`config.mk`:
```
export PLATFORM = sky130hd
export DESIGN_NAME = chsel_latch_dec
export DESIGN_NICKNAME = d
export VERILOG_FILES = /design/src/rtl/chsel_pkg.sv /design/src/rtl/chsel_hold.sv /design/src/rtl/chsel_decode.sv /design/src/rtl/chsel_latch_dec.sv
export SDC_FILE = /design/constraint.sdc
export NUM_CORES = 1
export LEC_CHECK = 0
export ABC_CLOCK_PERIOD_IN_PS = 1350
export CAP_MARGIN = 15
export CORE_AREA = 2 2 39 41
export CTS_BUF_LIST = sky130_fd_sc_hd__clkbuf_8 sky130_fd_sc_hd__clkbuf_16
export CTS_CLUSTER_SIZE = 12
export DETAILED_ROUTE_END_ITERATION = 8
export DIE_AREA = 0 0 41 43
export HOLD_SLACK_MARGIN = 0.05
export PLACE_DENSITY = 0.67
export SLEW_MARGIN = 20
export SYNTH_ARGS = -nofsm -noshare
export SYNTH_HDL_FRONTEND = slang
export SYNTH_HIERARCHICAL = 1
export SYNTH_SLANG_ARGS = --single-unit
```
`constraint.sdc`:
```
create_clock -name clk -period 1.35 [get_ports clk]
set_clock_uncertainty 0.2 [all_clocks]
set_input_delay 0.27 -clock clk [delete_from_list [all_inputs] [get_ports clk]]
set_output_delay 0.27 -clock clk [all_outputs]
set_load 0.02 [all_outputs]
```
`src/rtl/chsel_pkg.sv`:
```
package chsel_pkg;
  localparam int CHSEL_ADDR_W_DEF = 3;

  function automatic int chsel_channels(input int addr_w);
    return 1 << addr_w;
  endfunction
endpackage

```
`src/rtl/chsel_hold.sv`:
```
module chsel_hold #(
  parameter int W = 4
) (
  input  logic         clk,
  input  logic         rst,
  input  logic         wr_n,
  input  logic [W-1:0] d,
  output logic [W-1:0] q
);
  logic [W-1:0] q_r;

  always_ff @(posedge clk) begin
    if (rst) begin
      q_r <= '0;
    end else if (!wr_n) begin
      q_r <= d;
    end
  end

  assign q = q_r;

  // transparent capture while the strobe is low
  a_r3_follow: assert property (@(posedge clk) disable iff (rst)
    !wr_n |=> q == $past(d));

  // held value frozen while the strobe is high
  a_r4_hold: assert property (@(posedge clk) disable iff (rst)
    wr_n |=> $stable(q));
endmodule

```
`src/rtl/chsel_decode.sv`:
```
module chsel_decode #(
  parameter int ADDR_W = 3,
  localparam int N = 1 << ADDR_W
) (
  input  logic              clk,
  input  logic              rst,
  input  logic              en_i,
  input  logic [ADDR_W-1:0] addr_i,
  output logic [N-1:0]      sw
);
  logic [N-1:0] sw_d;
  logic [N-1:0] sw_q;
  logic         rst_q;

  for (genvar i = 0; i < N; i++) begin : g_line
    assign sw_d[i] = en_i && (addr_i == ADDR_W'(i));
  end

  always_ff @(posedge clk) begin
    rst_q <= rst;
    if (rst) begin
      sw_q <= '0;
    end else begin
      sw_q <= sw_d;
    end
  end

  assign sw = sw_q;

  // never more than one switch on
  a_r8_onehot: assert property (@(posedge clk) disable iff (rst)
    $onehot0(sw));

  // held enable clear turns everything off
  a_r7_disable: assert property (@(posedge clk) disable iff (rst)
    !en_i |=> sw == '0);

  // held enable set selects exactly the addressed line
  a_r6_select: assert property (@(posedge clk) disable iff (rst)
    en_i |=> ($countones(sw) == 1) && sw[$past(addr_i)]);

  // outputs are off after a clear edge
  always @(posedge clk) begin
    if (rst_q === 1'b1) begin
      a_r1_clear: assert (sw == '0);
    end
  end
endmodule

```
`src/rtl/chsel_latch_dec.sv`:
```
module chsel_latch_dec #(
  parameter int ADDR_W = chsel_pkg::CHSEL_ADDR_W_DEF,
  localparam int N = 1 << ADDR_W
) (
  input  logic              clk,
  input  logic              rst,
  input  logic              wr_n,
  input  logic              en,
  input  logic [ADDR_W-1:0] addr,
  output logic [N-1:0]      sw
);
  localparam int HW = ADDR_W + 1;

  logic [HW-1:0] held;

  chsel_hold #(.W(HW)) u_hold (
    .clk  (clk),
    .rst  (rst),
    .wr_n (wr_n),
    .d    ({en, addr}),
    .q    (held)
  );

  chsel_decode #(.ADDR_W(ADDR_W)) u_decode (
    .clk    (clk),
    .rst    (rst),
    .en_i   (held[HW-1]),
    .addr_i (held[ADDR_W-1:0]),
    .sw     (sw)
  );

  // clear followed by no write keeps everything off
  a_r2_stay_off: assert property (@(posedge clk) disable iff (rst)
    (held == '0) |=> sw == '0);
endmodule

```
==> metrics.md, run 1 <==
| Metric | Value |
|---|---|
| Worst skew pair latency | approximately 240 ps |
| DR DRC count | 0 |
| Final Hold Viols | 0 |
| Largest net degree at the start of global routing | 8 |
| CTS tree | yes |
| Synth cell types | 10 |
| Crit path cell chain | clkdlybuf4s15_1 |
| Post-synthesis cell count | 34 |
| Min Tclk post-route | approximately 1300 ps |
| Rel. slew slack | 83.75% |
| Worst Path Required | 880 ps |
| Maximum vdd drop | 641.5 µV |
| Area of the multi-input gates | 127.6 µm² |
| CP peak stage delay | 300 ps |
| Tightest Pin Transition | between 200 and 250 ps |
| CTS sink cnt | 12 |
| Worst-path fanout max | 1 |
| DP Wirelength | roughly 460 µm |
| Top Ports | 15 |
| Leak | 0.0002415 µW |
| Worst hold stages | 2 |
| First-pass GRT wire length | 1014 µm |
| WP buf/inv | 1 |
| GR Util All Layers | 9.403% |
| Post-synthesis net count | approximately 40 |
| RSZ-0062 raised after global routing | no |
| Crit path capture type | output port |
| Initial antenna violation count | 0 |
| Die Ht | about 43 µm |
| PwrDens | 1389 nW/µm² |
| Worst setup slack after layout | 50.01 ps |
| Clock buffer count from CTS | 3 |
| Slew Viols, Final | 0 |
| Largest delay contributor family on the critical path | flip-flops |
| Critical-path top delay cell | dfxtp_1 |
| Core Area | 1384 µm² |
| Initial Util | 26.94% |
| FF-to-FF path depth | 2 |
| Num rows | 14 |
| Worst min path class | flip-flop to flip-flop |
| Detailed Route Iter0 Violations | 3 |
| # diodes | 0 |
| Register area share after synthesis | 64.43% |
| Syn_area_per_cell | 10.97 µm² |
| Peak Freq | 0.7692 GHz |
| Fin crit share | 96.30% |
| Final WL | ~600 µm |
| Worst Hold End | u_hold/q[2]$_SDFFE_PP0N_ |
| Reg-to-reg endpoint | u_decode/sw[2]$_SDFF_PP0_ |
| Die X | just over 40 µm |
| CTS clk-pin slew, worst paths | 50 ps |
| Yosys Warn Count | 6 |
| Area Growth Syn to Fin | 54.36% |
| Post-Syn Area | 372.9 µm² |
| # H-tree levels | 1 |
| Leading cell types in the layout, fill and taps excluded | dfxtp_1, nor2_1, clkdlybuf4s50_1, clkdlybuf4s15_1 |
| RR Startpoint | u_hold/q[3]$_SDFFE_PP0N_ |
| Setup CP Type | flip-flop to output port |
| WL/cell | 8.838 µm |
| R2R setup slack | 210 ps |
| Root Buffer | clkbuf_8 |
| Clk buf depth | 2 |
| Max Cap Viol | 0 |
| Fill count | between 100 and 150 |
| Startpoint types | flip-flop |
| Fin nets | 60 |
| Hold wc startpoint | u_hold/q[2]$_SDFFE_PP0N_ |
| Synth Register Bits | 12 |
| Register Area | approximately 240 µm² |
| Vias in the first global route | about 250 |
| Buffers on Ports | 14 |
| Gpl congestion | ~0.64 |
| Status | finished clean |
| Die ar. | between 1500 and 2000 µm² |
| Remaining Overflow, GRT | 0 |
| Via count | 274 |
| DP Worst Slack | -162.0 ps |
| Initial DRT Pass Iterations | 2 |
| Postcts setup bufs | 0 |
| Hold_buf cts | 0 |
| Final cell utilization of the core | between 40% and 50% |
| Fin area | 575.6 µm² |
| Setup-failing EPs final | 0 |
| Commonest non-fill, non-tap cell in the layout | dfxtp_1 |
| Via/cell ratio | 4.029 |
| Crit path DAT | 830 ps |
| Hold slack | 322.4 ps |
| Layout cells sized above 1 | between 10% and 20% |
| Placed Area | 535.5 µm² |
| Routed Antenna Nets | 0 |
cells in the mapped netlist:
master | number | area share, %
or3b_4 | 1 | 3.0
nor3_2 | 1 | 2.7
nor2_1 | 10 | 10
mux2i_1 | 4 | 11
clkbuf_2 | 1 | 1.3
dfxtp_1 | 12 | 64
nand3b_1 | 1 | 2.0
nor3_1 | 1 | 1.3
nand2_1 | 1 | 1.0
nand2b_1 | 2 | 3.4
worst max path at each step:
stage / slack (ps) / endpoint / depth (start not counted) / startpoint
floorplan: 280 / u_decode/sw[0]$_SDFF_PP0_ / 2 / u_hold/q[3]$_SDFFE_PP0N_
global placement: -160 / u_decode/sw[0]$_SDFF_PP0_ / 3 / rst
detailed placement: -160 / u_decode/sw[2]$_SDFF_PP0_ / 3 / rst
CTS: 2 / sw[7] / 1 / u_decode/sw[7]$_SDFF_PP0_
global route: 2 / sw[1] / 1 / u_decode/sw[1]$_SDFF_PP0_
finish: 50 / sw[1] / 1 / u_decode/sw[1]$_SDFF_PP0_
registers in the layout, indices dropped and copies added, names as in the netlist:
register and flops:
u_hold/q 4, u_decode/sw 8
logic make-up (layout without fill, tap and decap cells):
group	after synthesis	count (layout)	synth area share (%)
mux	4	4	10.74
buf+inv	1	19	1.341
flops	12	12	64.43
simple gates	17	17	23.49
where the power goes:
group          total [µW]  internal [µW]  leakage (µW)  switching, µW
sequential            372            364     0.0000976           8.28
combinational        47.9           30.4      0.000115           17.4
clock                 379            257     0.0000288            122
total                 799            651      0.000242            148
cell type report:
type | count | share of cell area [%]
Sequential cell | 12 | 41.74
Tap cell | 16 | 3.478
Timing Repair Buffer | 15 | 23.04
Clock buffer | 4 | 9.565
Multi-Input combinational cell | 21 | 22.17
metrics by stage:
step	TNS [ps]	power, µW	std cells
final	0	799.4	68
after global routing	0	844.3	68
after CTS	0	821.8	68
after detailed placement	-1035	429.6	64
after global placement	-963.1	428.5	64
after floorplan	0	401.5	34
repair_timing:
item	4_1_cts	5_1_grt
pin swaps	0	0
setup endpoints to repair	8	8
gates resized for setup	9	10
metal layers:
layer	vias to the layer above	track usage, %	part of all wire (%)
met5	-	0	0
met4	0	4.000	0
met3	0	9.948	16
met2	18	11.56	41
met1	109	10.20	43
li1	147	-	-
Power figures use the tool's default switching activity.
==> inputs of run 2 (changes only) <==
- CELL_PAD_IN_SITES_DETAIL_PLACEMENT: not set -> 2
- CELL_PAD_IN_SITES_GLOBAL_PLACEMENT: not set -> 2
- CORE_AREA: 2 2 39 41 -> not set
- CORE_MARGIN: not set -> 2
- CORE_UTILIZATION: not set -> 23
- DIE_AREA: 0 0 41 43 -> not set
- PLACE_DENSITY: 0.67 -> 0.83
==> run 2 against run 1 <==
Against the previous run: total power shrank 9.4%; design area shrank 2.0%; die area grew 11%; flip-flop and latch count is the same; via count grew 4.4%; largest cell class unchanged; largest power group is now sequential cells; highest routed layer is now met4.
==> metrics.md, run 2 (same netlist as run 1, synthesis figures left out) <==
| Metric | Value |
|---|---|
| Commonest non-fill, non-tap cell in the layout | dfxtp_1 |
| Fin nets | 60 (unchanged) |
| First-pass GRT wire length | 1311 µm (+29%) |
| Initial DRT Pass Iterations | 1 (-1) |
| Gpl congestion | 0.7082 (+11%) |
| Status | finished clean |
| WP buf/inv | 1 (unchanged) |
| Rel. slew slack | 83.60% (-0.15 points) |
| Die ar. | 1959 µm² (+11%) |
| Initial Util | 24.75% (-2.2 points) |
| GR Util All Layers | 9.653% (+0.25 points) |
| Hold slack | 325.2 ps (+2.795 ps) |
| RSZ-0062 raised after global routing | no |
| Area Growth Syn to Fin | 51.34% |
| Crit path cell chain | dlygate4sd2_1 |
| CP peak stage delay | 320 ps (+20 ps) |
| Tightest Pin Transition | 245.2 ps (+2.205 ps) |
| # H-tree levels | 1 (unchanged) |
| Net Sw Frac | 18.62% (+0.087 points) |
| Hold_buf cts | 0 (unchanged) |
| Worst skew pair latency | 230 ps (about the same) |
| PwrDens | 1284 nW/µm² (-7.6%) |
| Maximum vdd drop | 838.1 µV (+31%) |
| Startpoint types | flip-flop |
| CTS sink cnt | 12 (unchanged) |
| Routed Antenna Nets | 0 (unchanged) |
| Clock share of power | 41.7% (-5.7 points) |
| Buffers on Ports | 14 (unchanged) |
| Die Ht | 44.27 µm (+2.9%) |
| Sequential power share | 51.5% (+4.9 points) |
| Remaining Overflow, GRT | 0 (unchanged) |
| CTS clk-pin slew, worst paths | 50 ps (about the same) |
| Worst setup slack after layout | 30.70 ps (-19.30 ps) |
| Largest delay contributor family on the critical path | buffers and inverters |
| Die X | 44.27 µm (+8.0%) |
| Core Area | 1506 µm² (+8.9%) |
| WL/cell | 11.21 µm (+27%) |
| Detailed Route Iter0 Violations | 0 (-3) |
| Clk buf depth | 2 (unchanged) |
| Largest register FFs | 8 (unchanged) |
| Setup-failing EPs final | 0 (unchanged) |
| Worst-path fanout max | 1 (unchanged) |
| Via/cell ratio | 4.269 (+5.9%) |
| Final Hold Viols | 0 (unchanged) |
| Min Tclk post-route | 1319 ps (+19.30 ps) |
| DR DRC count | 0 (unchanged) |
| Via count | 286 (+4.4%) |
| Final WL | 751 µm (+25%) |
| DP Wirelength | 578 µm (+25%) |
| Worst min path class | flip-flop to flip-flop |
| Met3 Routed Length | 61 µm (-36%) |
| Post-CTS sizing | 9 (unchanged) |
| Peak Freq | 0.7580 GHz (-1.5%) |
| Logic pwr share | 6.8% (+0.8 points) |
| Worst Path Required | 880 ps (about the same) |
| CTS tree | yes |
| Critical-path top delay cell | dlygate4sd2_1 |
| Crit path capture type | output port |
| Leading cell types in the layout, fill and taps excluded | dfxtp_1, nor2_1, clkdlybuf4s50_1, clkdlybuf4s15_1, mux2i_1 |
| # diodes | 0 (unchanged) |
| Power Total | 724.6 µW (-9.4%) |
| Setup CP Type | flip-flop to output port |
| M1 WL | 334 µm (+30%) |
| Layout cells sized above 1 | 15.69% (-3.5 points) |
| DP Worst Slack | -192.1 ps (-30.12 ps) |
| Num rows | 14 (unchanged) |
| Top Metal Used | met4 |
| Fin crit share | 97.73% (+1.4 points) |
| Max Cap Viol | 0 (unchanged) |
| Slew Viols, Final | 0 (unchanged) |
| Top Ports | 15 (unchanged) |
| Vias in the first global route | 311 (+26%) |
| Final cell utilization of the core | 37.46% (-4.1 points) |
| Clock buffer count from CTS | 3 (unchanged) |
| Postcts setup bufs | 0 (unchanged) |
| Met2 wire len | 346 µm (+40%) |
| P_int | 589.7 µW (-9.5%) |
| Net Sw Power | 134.9 µW (-8.9%) |
| Largest net degree at the start of global routing | 7 (-1) |
| Root Buffer | clkbuf_8 |
| Initial antenna violation count | 0 (unchanged) |
| Crit path DAT | 850 ps (+20 ps) |
| Leak | 0.0002416 µW (about the same) |
[run 2: cell types whose count changed in the layout (fill, tap and decap cells not counted)]
cell,before,now
dlygate4sd2_1,0,2
clkbuf_2,3,2
clkdlybuf4s15_1,5,4
clkbuf_8,4,3
[run 2: power by group through the flow]
stage	logic, µW	clock network [µW]	registers, µW
2_1_floorplan	21.2	0	380
3_3_place_gp	50.1	0	379
3_5_place_dp	51.5	0	380
4_1_cts	50.6	319	373
5_1_grt	54.4	341	374
6_report	49.5	302	373
[run 2: final timing paths]
check | cells past startpoint | slack (ps) | startpoint | end
setup reg to reg | 2 | 190 | u_hold/q[3]$_SDFFE_PP0N_ | u_decode/sw[0]$_SDFF_PP0_
hold / removal | 2 | 330 | u_hold/q[3]$_SDFFE_PP0N_ | u_hold/q[3]$_SDFFE_PP0N_
hold reg to reg | 2 | 330 | u_hold/q[3]$_SDFFE_PP0N_ | u_hold/q[3]$_SDFFE_PP0N_
setup / recovery | 1 | 30 | u_decode/sw[5]$_SDFF_PP0_ | sw[5]
[run 2: final cells by class]
type                       count  area (µm²)
fill                         171       942.2
tap                           16       20.02
sequential                    12       240.2
clock buffer                   3       41.29
timing repair buffer          15       135.1
multi-input combinational     21       127.6
[run 2: metrics by stage]
stage | instances | instance area [µm²] | setup TNS (ps)
6_report | 67 | 564.3 | 0
5_1_grt | 67 | 564.3 | 0
4_1_cts | 67 | 568.0 | 0
3_5_place_dp | 64 | 535.5 | -1292
3_3_place_gp | 64 | 535.5 | -1104
2_1_floorplan | 34 | 372.9 | 0
[run 2: metal layers]
| layer | GRT usage [%] | up-vias |
|---|---|---|
| met4 | 3.636 | 0 |
| met1 | 9.848 | 130 |
| met3 | 6.531 | 2 |
| li1 | - | 143 |
| met2 | 15.59 | 11 |
| met5 | 0 | - |
